**src/rtl/irq_pkg.sv**
```systemverilog
package irq_pkg;
  localparam int NSRC  = 21;
  localparam int IDXW  = $clog2(NSRC);
  localparam int NBYTE = (NSRC + 7) / 8;
  localparam int FLW   = NBYTE * 8;
  localparam int ADDRW = 3;
  localparam int NPIN  = 4;
  localparam logic [15:0] VEC_TOP = 16'hFFFA;

  // Vector address for a source index: pairs step down by two bytes.
  function automatic logic [15:0] vec_of(input logic [IDXW-1:0] idx);
    return VEC_TOP - {{(15-IDXW){1'b0}}, idx, 1'b0};
  endfunction

  // Lowest set index wins.
  function automatic logic [IDXW-1:0] first_set(input logic [NSRC-1:0] v);
    logic [IDXW-1:0] r;
    r = '0;
    for (int k = NSRC - 1; k >= 0; k--)
      if (v[k]) r = k[IDXW-1:0];
    return r;
  endfunction
endpackage

```
**src/rtl/irq_edge_sync.sv**
```systemverilog
module irq_edge_sync #(
  parameter int NPIN   = 4,
  parameter int STAGES = 2
) (
  input  logic            clk,
  input  logic            rst_n,
  input  logic [NPIN-1:0] pin,
  input  logic [NPIN-1:0] pol,
  output logic [NPIN-1:0] hit
);
  for (genvar p = 0; p < NPIN; p++) begin : g_pin
    logic [STAGES-1:0] sh;
    logic              act_prev;
    logic              act;
    assign act = pol[p] ? sh[STAGES-1] : ~sh[STAGES-1];

    always_ff @(posedge clk) begin
      if (!rst_n) begin
        sh       <= '0;
        act_prev <= 1'b0;
      end else begin
        sh       <= {sh[STAGES-2:0], pin[p]};
        act_prev <= act;
      end
    end

    assign hit[p] = act & ~act_prev;

    // a detected edge is never reported on two cycles running
    assert_hit_single_R9: assert property (@(posedge clk) disable iff (!rst_n)
      hit[p] |=> !hit[p]);
  end
endmodule

```
**src/rtl/irq_arbiter.sv**
```systemverilog
module irq_arbiter
  import irq_pkg::*;
(
  input  logic            clk,
  input  logic            rst_n,
  input  logic [NSRC-1:0] pend,
  output logic            valid,
  output logic [IDXW-1:0] idx,
  output logic [15:0]     vector
);
  assign valid  = |pend;
  assign idx    = first_set(pend);
  assign vector = vec_of(idx);

  assert_win_pending_R6: assert property (@(posedge clk) disable iff (!rst_n)
    valid |-> pend[idx]);
  assert_win_highest_R6: assert property (@(posedge clk) disable iff (!rst_n)
    valid |-> ((pend & ((NSRC'(1) << idx) - NSRC'(1))) == '0));
  assert_vec_range_R7: assert property (@(posedge clk) disable iff (!rst_n)
    valid |-> (!vector[0] && vector >= 16'hFFD2 && vector <= VEC_TOP));
endmodule

```
**src/rtl/irq_regfile.sv**
```systemverilog
module irq_regfile
  import irq_pkg::*;
(
  input  logic             clk,
  input  logic             rst_n,
  input  logic [NSRC-1:0]  hw_set,
  input  logic             grant,
  input  logic [IDXW-1:0]  grant_idx,
  input  logic             bus_wr,
  input  logic [ADDRW-1:0] bus_addr,
  input  logic [7:0]       bus_wdata,
  output logic [NSRC-1:0]  req_q,
  output logic [NSRC-1:0]  en_q,
  output logic [NPIN-1:0]  pol_q,
  output logic [7:0]       bus_rdata
);
  localparam logic [FLW-1:0] MSK = ((FLW'(1) << NSRC) - FLW'(1)) & ~FLW'(3);
  localparam logic [ADDRW-1:0] POL_ADDR = ADDRW'(2 * NBYTE);

  logic [FLW-1:0] req_w, en_w, sw_clr, en_nx, ack_clr, req_nx;
  assign req_w = FLW'(req_q);
  assign en_w  = FLW'(en_q);

  always_comb begin
    sw_clr = '0;
    en_nx  = en_w;
    for (int b = 0; b < NBYTE; b++) begin
      if (bus_wr && bus_addr == ADDRW'(b))         sw_clr[b*8 +: 8] = ~bus_wdata;
      if (bus_wr && bus_addr == ADDRW'(NBYTE + b)) en_nx[b*8 +: 8]  = bus_wdata;
    end
    ack_clr = grant ? (FLW'(1) << grant_idx) : '0;
    req_nx  = (req_w & ~((sw_clr & MSK) | ack_clr)) | FLW'(hw_set);
  end

  always_ff @(posedge clk) begin
    if (!rst_n) begin
      req_q <= NSRC'(1);
      en_q  <= '0;
      pol_q <= '1;
    end else begin
      req_q <= req_nx[NSRC-1:0];
      en_q  <= en_nx[NSRC-1:0] & MSK[NSRC-1:0];
      if (bus_wr && bus_addr == POL_ADDR) pol_q <= bus_wdata[NPIN-1:0];
    end
  end

  always_comb begin
    bus_rdata = '0;
    for (int b = 0; b < NBYTE; b++) begin
      if (bus_addr == ADDRW'(b))         bus_rdata = req_w[b*8 +: 8];
      if (bus_addr == ADDRW'(NBYTE + b)) bus_rdata = en_w[b*8 +: 8];
    end
    if (bus_addr == POL_ADDR) bus_rdata = 8'(pol_q);
  end

  // flags only rise from hardware events
  assert_sw_no_set_R4: assert property (@(posedge clk) disable iff (!rst_n)
    (hw_set == '0) |=> ((req_q & ~$past(req_q)) == '0));
  // non-maskable flags untouched by bus writes
  assert_nmi_write_R4: assert property (@(posedge clk) disable iff (!rst_n)
    (bus_wr && !grant && !hw_set[1]) |=> (req_q[1:0] == $past(req_q[1:0])));
  assert_en_nmi_zero_R3: assert property (@(posedge clk) disable iff (!rst_n)
    en_q[1:0] == 2'b00);
endmodule

```
**src/rtl/irq_vec_ctrl.sv**
```systemverilog
module irq_vec_ctrl
  import irq_pkg::*;
(
  input  logic        clk,
  input  logic        rst_n,
  input  logic        wdt_pulse,
  input  logic [5:0]  msg_evt,
  input  logic [4:0]  tmr_evt,
  input  logic [3:0]  ser_evt,
  input  logic [3:0]  pin_in,
  input  logic        cpu_iflag,
  input  logic        irq_ack,
  input  logic        bus_wr,
  input  logic [2:0]  bus_addr,
  input  logic [7:0]  bus_wdata,
  output logic [7:0]  bus_rdata,
  output logic        irq_req,
  output logic [15:0] irq_vector,
  output logic [4:0]  ack_src,
  output logic [15:0] ack_vector,
  output logic        set_iflag
);
  localparam logic [NSRC-1:0] NMI_MASK = NSRC'(3);

  logic [NPIN-1:0] pin_hit, pol_q;
  logic [NSRC-1:0] hw_set, req_q, en_q, pend;
  logic [IDXW-1:0] win_idx;
  logic [15:0]     win_vec;
  logic            win_valid, grant;

  assign hw_set = {ser_evt, pin_hit[3], pin_hit[2], tmr_evt, msg_evt,
                   pin_hit[1], pin_hit[0], wdt_pulse, 1'b0};

  irq_edge_sync #(.NPIN(NPIN), .STAGES(2)) u_edge (
    .clk(clk), .rst_n(rst_n), .pin(pin_in), .pol(pol_q), .hit(pin_hit));

  irq_regfile u_regs (
    .clk(clk), .rst_n(rst_n), .hw_set(hw_set), .grant(grant),
    .grant_idx(win_idx), .bus_wr(bus_wr), .bus_addr(bus_addr),
    .bus_wdata(bus_wdata), .req_q(req_q), .en_q(en_q), .pol_q(pol_q),
    .bus_rdata(bus_rdata));

  assign pend = (req_q & NMI_MASK) | (req_q & en_q & {NSRC{~cpu_iflag}});

  irq_arbiter u_arb (
    .clk(clk), .rst_n(rst_n), .pend(pend), .valid(win_valid),
    .idx(win_idx), .vector(win_vec));

  assign irq_req    = win_valid;
  assign irq_vector = win_vec;
  assign grant      = irq_ack & win_valid;

  always_ff @(posedge clk) begin
    if (!rst_n) begin
      ack_src    <= '0;
      ack_vector <= '0;
      set_iflag  <= 1'b0;
    end else begin
      set_iflag <= grant;
      if (grant) begin
        ack_src    <= win_idx;
        ack_vector <= win_vec;
      end
    end
  end

  assert_mask_R2: assert property (@(posedge clk) disable iff (!rst_n)
    (irq_req && (req_q[1:0] == 2'b00)) |-> !cpu_iflag);
  assert_nmi_R5: assert property (@(posedge clk) disable iff (!rst_n)
    (req_q[1:0] != 2'b00) |-> irq_req);
  assert_ack_iflag_R8: assert property (@(posedge clk) disable iff (!rst_n)
    (irq_ack && irq_req) |=> set_iflag);
  assert_ack_hold_R8: assert property (@(posedge clk) disable iff (!rst_n)
    !(irq_ack && irq_req) |=> ($stable(ack_vector) && !set_iflag));
  assert_ack_clear_R8: assert property (@(posedge clk) disable iff (!rst_n)
    (grant && !hw_set[win_idx]) |=> !req_q[$past(win_idx)]);
endmodule

```
**config.mk**
```make
export PLATFORM = sky130hd
export DESIGN_NAME = irq_vec_ctrl
export DESIGN_NICKNAME = d
export VERILOG_FILES = /design/src/rtl/irq_pkg.sv /design/src/rtl/irq_edge_sync.sv /design/src/rtl/irq_arbiter.sv /design/src/rtl/irq_regfile.sv /design/src/rtl/irq_vec_ctrl.sv
export SDC_FILE = /design/constraint.sdc
export NUM_CORES = 1
export LEC_CHECK = 0
export ABC_AREA = 1
export CAP_MARGIN = 20
export CELL_PAD_IN_SITES_DETAIL_PLACEMENT = 1
export CELL_PAD_IN_SITES_GLOBAL_PLACEMENT = 2
export CORE_MARGIN = 5
export CORE_UTILIZATION = 29
export CTS_CLUSTER_DIAMETER = 150
export DETAILED_ROUTE_END_ITERATION = 16
export GPL_ROUTABILITY_DRIVEN = 0
export PLACE_DENSITY = 0.95
export SETUP_SLACK_MARGIN = 0.15
export SLEW_MARGIN = 10
export SYNTH_ARGS = -nofsm -noshare
export SYNTH_HDL_FRONTEND = slang
export SYNTH_HIERARCHICAL = 1
export SYNTH_SLANG_ARGS = --single-unit
```
**constraint.sdc**
```tcl
create_clock -name clk -period 5.46 [get_ports clk]
set_input_delay 0.819 -clock clk [delete_from_list [all_inputs] [get_ports clk]]
set_output_delay 0.819 -clock clk [all_outputs]
set_load 0.01 [all_outputs]
```
## Word-level counts from Yosys, hierarchy flattened

Cells that the tools add are included.

- Add/sub/neg operators: 1
- $mul: 0
- Div/mod/pow operators: 0
- Order comparisons: 0
- Equal/unequal tests: 6
- Shift-type cells: 1
- Muxes and demuxes: 36
- Bitwise logic cells: 22
- Reductions and logical operators: 9

Operator list:

| cell | number |
|---|---|
| $mux 5 | 22 |
| $mux 8 | 9 |
| $and 21x21->21 | 3 |
| $or 21x21->21 | 2 |
| $mux 21 | 1 |
| $not 21->21 | 1 |
| $or 2x21->21 | 1 |
| $reduce_or 21->1 | 1 |
| $shl 1x5->21 const A | 1 |
| $eq 3x3->1 const B | 3 |
| $not 1->1 | 9 |
| $not 8->8 | 1 |
| $sub 4x7->8 const A | 1 |
| $logic_and 1x1->1 | 7 |
| $eq 3x2->1 const B | 2 |
| $and 1x1->1 | 5 |
| $mux 1 | 4 |
| $eq 3x1->1 const B | 1 |
| $logic_not 3->1 | 1 |

- Bits in registers: 80
- Bits in latches: 0
- Bits in writable memories: 0
- Memory bits (read-only): 0
- Output and inout port bits: 47
- Memories: 0

## Longest topological paths before layout

- Depth in word-level cells: 30
- Depth in mapped cells: 27
- Depth with buffers taken out: 26

## By module

The synthesis kept the hierarchy.

By module, submodules not included:

| module | times used | cells an instance | area each (um2) |
|---|---|---|---|
| irq_regfile | 1 | 337 | 2,212.1 |
| irq_vec_ctrl | 1 | 180 | 1,068.5 |
| irq_arbiter | 1 | 91 | 440.4 |
| irq_edge_sync | 1 | 58 | 420.4 |

## Worst setup path before layout

Ideal clock, no wire load.

- Kind: input to output
- Start point: in cpu_iflag
- End point: out irq_vector[4]
- Arrival: 2.486 ns
- Data required time: 4.641 ns
- Setup slack: 2.155 ns
- Stages on the path: 13
- Cells stage by stage: buf_2 buf_2 nor2_1 nor2_1 o31ai_1 nand3_1 nand2_1 nand2_1 nand2_1 nand2_1 a31oi_2 ha_1 xnor2_1

RTL lines:

| item | RTL line | text |
|---|---|---|
| start, declared | irq_vec_ctrl.sv:11 | `input logic cpu_iflag,` |
| $not 1->1 | irq_vec_ctrl.sv:43 | `assign pend = (req_q & NMI_MASK) \| (req_q & en_q & {NSRC{~cpu_iflag}});` |
| $and 21x21->21 | irq_vec_ctrl.sv:43 |  |
| $or 2x21->21 | irq_vec_ctrl.sv:43 |  |
| named net pend[19] | irq_vec_ctrl.sv:26 | `logic [NSRC-1:0] hw_set, req_q, en_q, pend;` |
| $mux 5 (20 in a row) | irq_pkg.sv:20 | `if (v[k]) r = k[IDXW-1:0];` |
| named net win_idx[1] | irq_vec_ctrl.sv:27 | `logic [IDXW-1:0] win_idx;` |
| $sub 4x7->8 | irq_pkg.sv:12 | `return VEC_TOP - {{(15-IDXW){1'b0}}, idx, 1'b0};` |
| end, declared | irq_vec_ctrl.sv:18 | `output logic [15:0] irq_vector,` |

The timed path passes the listed nets, and every way through them passes these cells.

## Final worst setup path

- Start point: in cpu_iflag
- End point: out irq_vector[4]

RTL lines:

| item | RTL line |
|---|---|
| $not 1->1 | irq_vec_ctrl.sv:43 |
| $and 21x21->21 | irq_vec_ctrl.sv:43 |
| $or 2x21->21 | irq_vec_ctrl.sv:43 |
| named net pend[19] | irq_vec_ctrl.sv:26 |
| $mux 5 (20 in a row) | irq_pkg.sv:20 |
| $sub 4x7->8 | irq_pkg.sv:12 |

The timed path passes the listed nets, and every way through them passes these cells.

==> results by group <==
STA
  • Clk_skew: 0.005121 ns
  • Peak Freq: 0.2134 GHz
  • Rel. slew slack: 0.4515
  • Finish-stage setup viols: 0
  • Tmin final: 4.687 ns
  • Slew Viols, Final: 0
  • Worst-Margin Slew: 0.8197 ns
  • Tcrit/Tclk final: 0.8584
  • Final hold vios: 0
  • Setup TNS: 0 ns
  • RSZ-0062 raised after global routing: no

Route
  • Wire per inst: 14.87 um
  • First DRT Iteration DRCs: 180
  • Final WL: 13540 um
  • First drt pass iteration count: 4
  • Via count: 4230
  • Antenna Nets Post-Route: 0
  • Vias per cell: 4.643
  • DRC Markers: 0

Critical path
  • Setup crit end kind: output pin
  • CP Data Arrival Time: 3.87 ns
  • Crit-path max cell delay: 0.72 ns
  • Slowest cell on crit path: clkdlybuf4s50_1
  • CP max FO: 19
  • Most frequent CP cell: nand2_1
  • WS Path Type: input port to output pin
  • CP startpoint kind: input port
  • Worst Path Required: 4.64 ns
  • Critical-path cell list: clkdlybuf4s50_1 > nor2_1 > nor2_1 > o31ai_1 > nand3_1 > nand2_1 > nand2_1 > nand2_1 > nand2_1 > a31oi_2 > ha_1 > xnor2_1 > clkdlybuf4s50_1

Pwr
  • P per Cell Area: 269.4 nW/um^2
  • Leakage: 2.307 nW
  • Maximum vdd drop: 0.1431 mV
  • Power Total: 1.397 mW

Global routing
  • Total track usage: 0.1688
  • Vias in the first global route: 4410
  • M2 GR Usage: 0.3034
  • Most used routing layer: met2
  • Largest net degree at the start of global routing: 45
  • Grt total ovfl: 0
  • Grt met3 use: 0.03545
  • First-pass GRT wire length: 22160 um
  • GR Layer Usage met1: 0.2014
  • Initial antenna violation count: 0

Final layout
  • Nets: 763
  • Fill cells: 1840
  • Multi-input gate area: 1997 sq um
  • Sequential Area: 1562 sq um
  • Area delta synth->final: 25.83%
  • Final core utilization: 0.3723
  • Diode count: 0
  • Fraction of layout instances using a drive strength above 1: 0.05746

Floorplanning
  • Row cnt: 43
  • Vert. Die Dim: 129.2 um
  • Die Width: 129.2 um
  • Die area: 16700 sq um
  • Initial core utilization: 0.2959
  • CORE AREA: 13930 sq um
  • Ports: 83

Clock network
  • Worst-Skew Late Latency: 0.35 ns
  • CTS clk-pin slew, worst paths: 0.06 ns
  • Bufs on Longest Clock Path: 2
  • Post-CTS Setup Bufs: 0
  • Cts hold-fix bufs: 0
  • Clock root buffer master: clkbuf_16
  • Post_cts resized: 0
  • TritonCTS sink count: 78
  • Num CTS Buffers: 9
  • CTS tree: yes
  • H-Tree Depth: 3

Logic synthesis
  • Synth Cell Area: 4123 sq um
  • Mapped Cells: 663
  • Warnings, synthesis: 6
  • Syn Area/Cell: 6.218 sq um

Worst hold path
  • HP Class: flip-flop to flip-flop

Placement
  • # port buffers: 71
  • DP Wirelength: 10430 um

Run
  • Maximum Capacitance Violations: 0

Run status
  • Status: finished clean
layout by cell type (no fill, tap or decap), types with 2 or more instances in the layout:
cell               n
nand2_1          208
nor2_1           105
inv_1             95
dfxtp_1           78
clkdlybuf4s50_1   71
a21oi_1           41
nand3_1           40
conb_1            12
clkbuf_16          9
inv_2              9
nand4_1            9
nor3_1             8
a31oi_1            6
nand2_2            4
o211ai_1           4
buf_4              3
nor3_2             3
o21ai_0            3
clkinv_2           2
clkinvlp_4         2
nand3b_1           2
nor2_2             2
power breakdown:
part / switching, mW / internal, mW
Clock: 0.251 / 0.320
Combinational: 0.116 / 0.0875
Sequential: 0.0213 / 0.601
Total: 0.388 / 1.01
final timing paths:
check / start / endpoint / slack, ns / cells past startpoint
setup / recovery: cpu_iflag / irq_vector[4] / 0.77 / 13
hold / removal: u_edge/g_pin[2].sh[0] / u_edge/g_pin[2].sh[1] / 0.41 / 2
setup reg to reg: u_regs/en_q[17] / u_regs/req_q[7] / 2.57 / 25
hold reg to reg: u_edge/g_pin[2].sh[0] / u_edge/g_pin[2].sh[1] / 0.41 / 2
sequential cells by signal, summed over array words and instances, names as in the netlist:
signal	cells
u_regs/pol_q	4
ack_src	5
u_regs/req_q	21
set_iflag	1
u_edge/g_pin.sh	8
ack_vector	16
u_regs/en_q	19
u_edge/g_pin.act_prev	4
per-layer routing:
| layer | wire length (um) | vias to the layer above | part of all wire |
|---|---|---|---|
| met5 | 0 | - | 0 |
| met2 | 6875 | 82 | 0.51 |
| li1 | - | 2131 | - |
| met3 | 651 | 14 | 0.048 |
| met1 | 5820 | 2003 | 0.43 |
| met4 | 196 | 0 | 0.014 |
worst max-delay path, delay by kind of cell:
kind | cells | cell delay [ns]
AOI/OAI and AO/OA | 2 | 0.61
buffers and inverters | 2 | 1.30
and+or+nand+nor | 7 | 0.73
xor gates and xnor gates | 1 | 0.15
adders and majority gates | 1 | 0.26
final cells by class:
class	count	share of cell area
flip-flops and latches	78	0.3010
clock buffers	11	0.04679
clock inverters	5	0.006512
inverters	105	0.07598
well taps	180	0.04342
multi-input cells	458	0.3849
repair buffers	74	0.1413
per-stage QoR:
stage          worst slack (ns)  area (sq um)  hold WS [ns]  cells
2_1_floorplan             2.155          4156        0.3905    672
3_3_place_gp             0.8979          4911        0.3964    895
3_5_place_dp             0.7795          4911        0.4088    895
4_1_cts                  0.7564          5187        0.4239    911
5_1_grt                  0.3709          5187        0.4359    911
6_report                 0.7729          5187        0.4144    911
(Power assumes the default switching activity.)
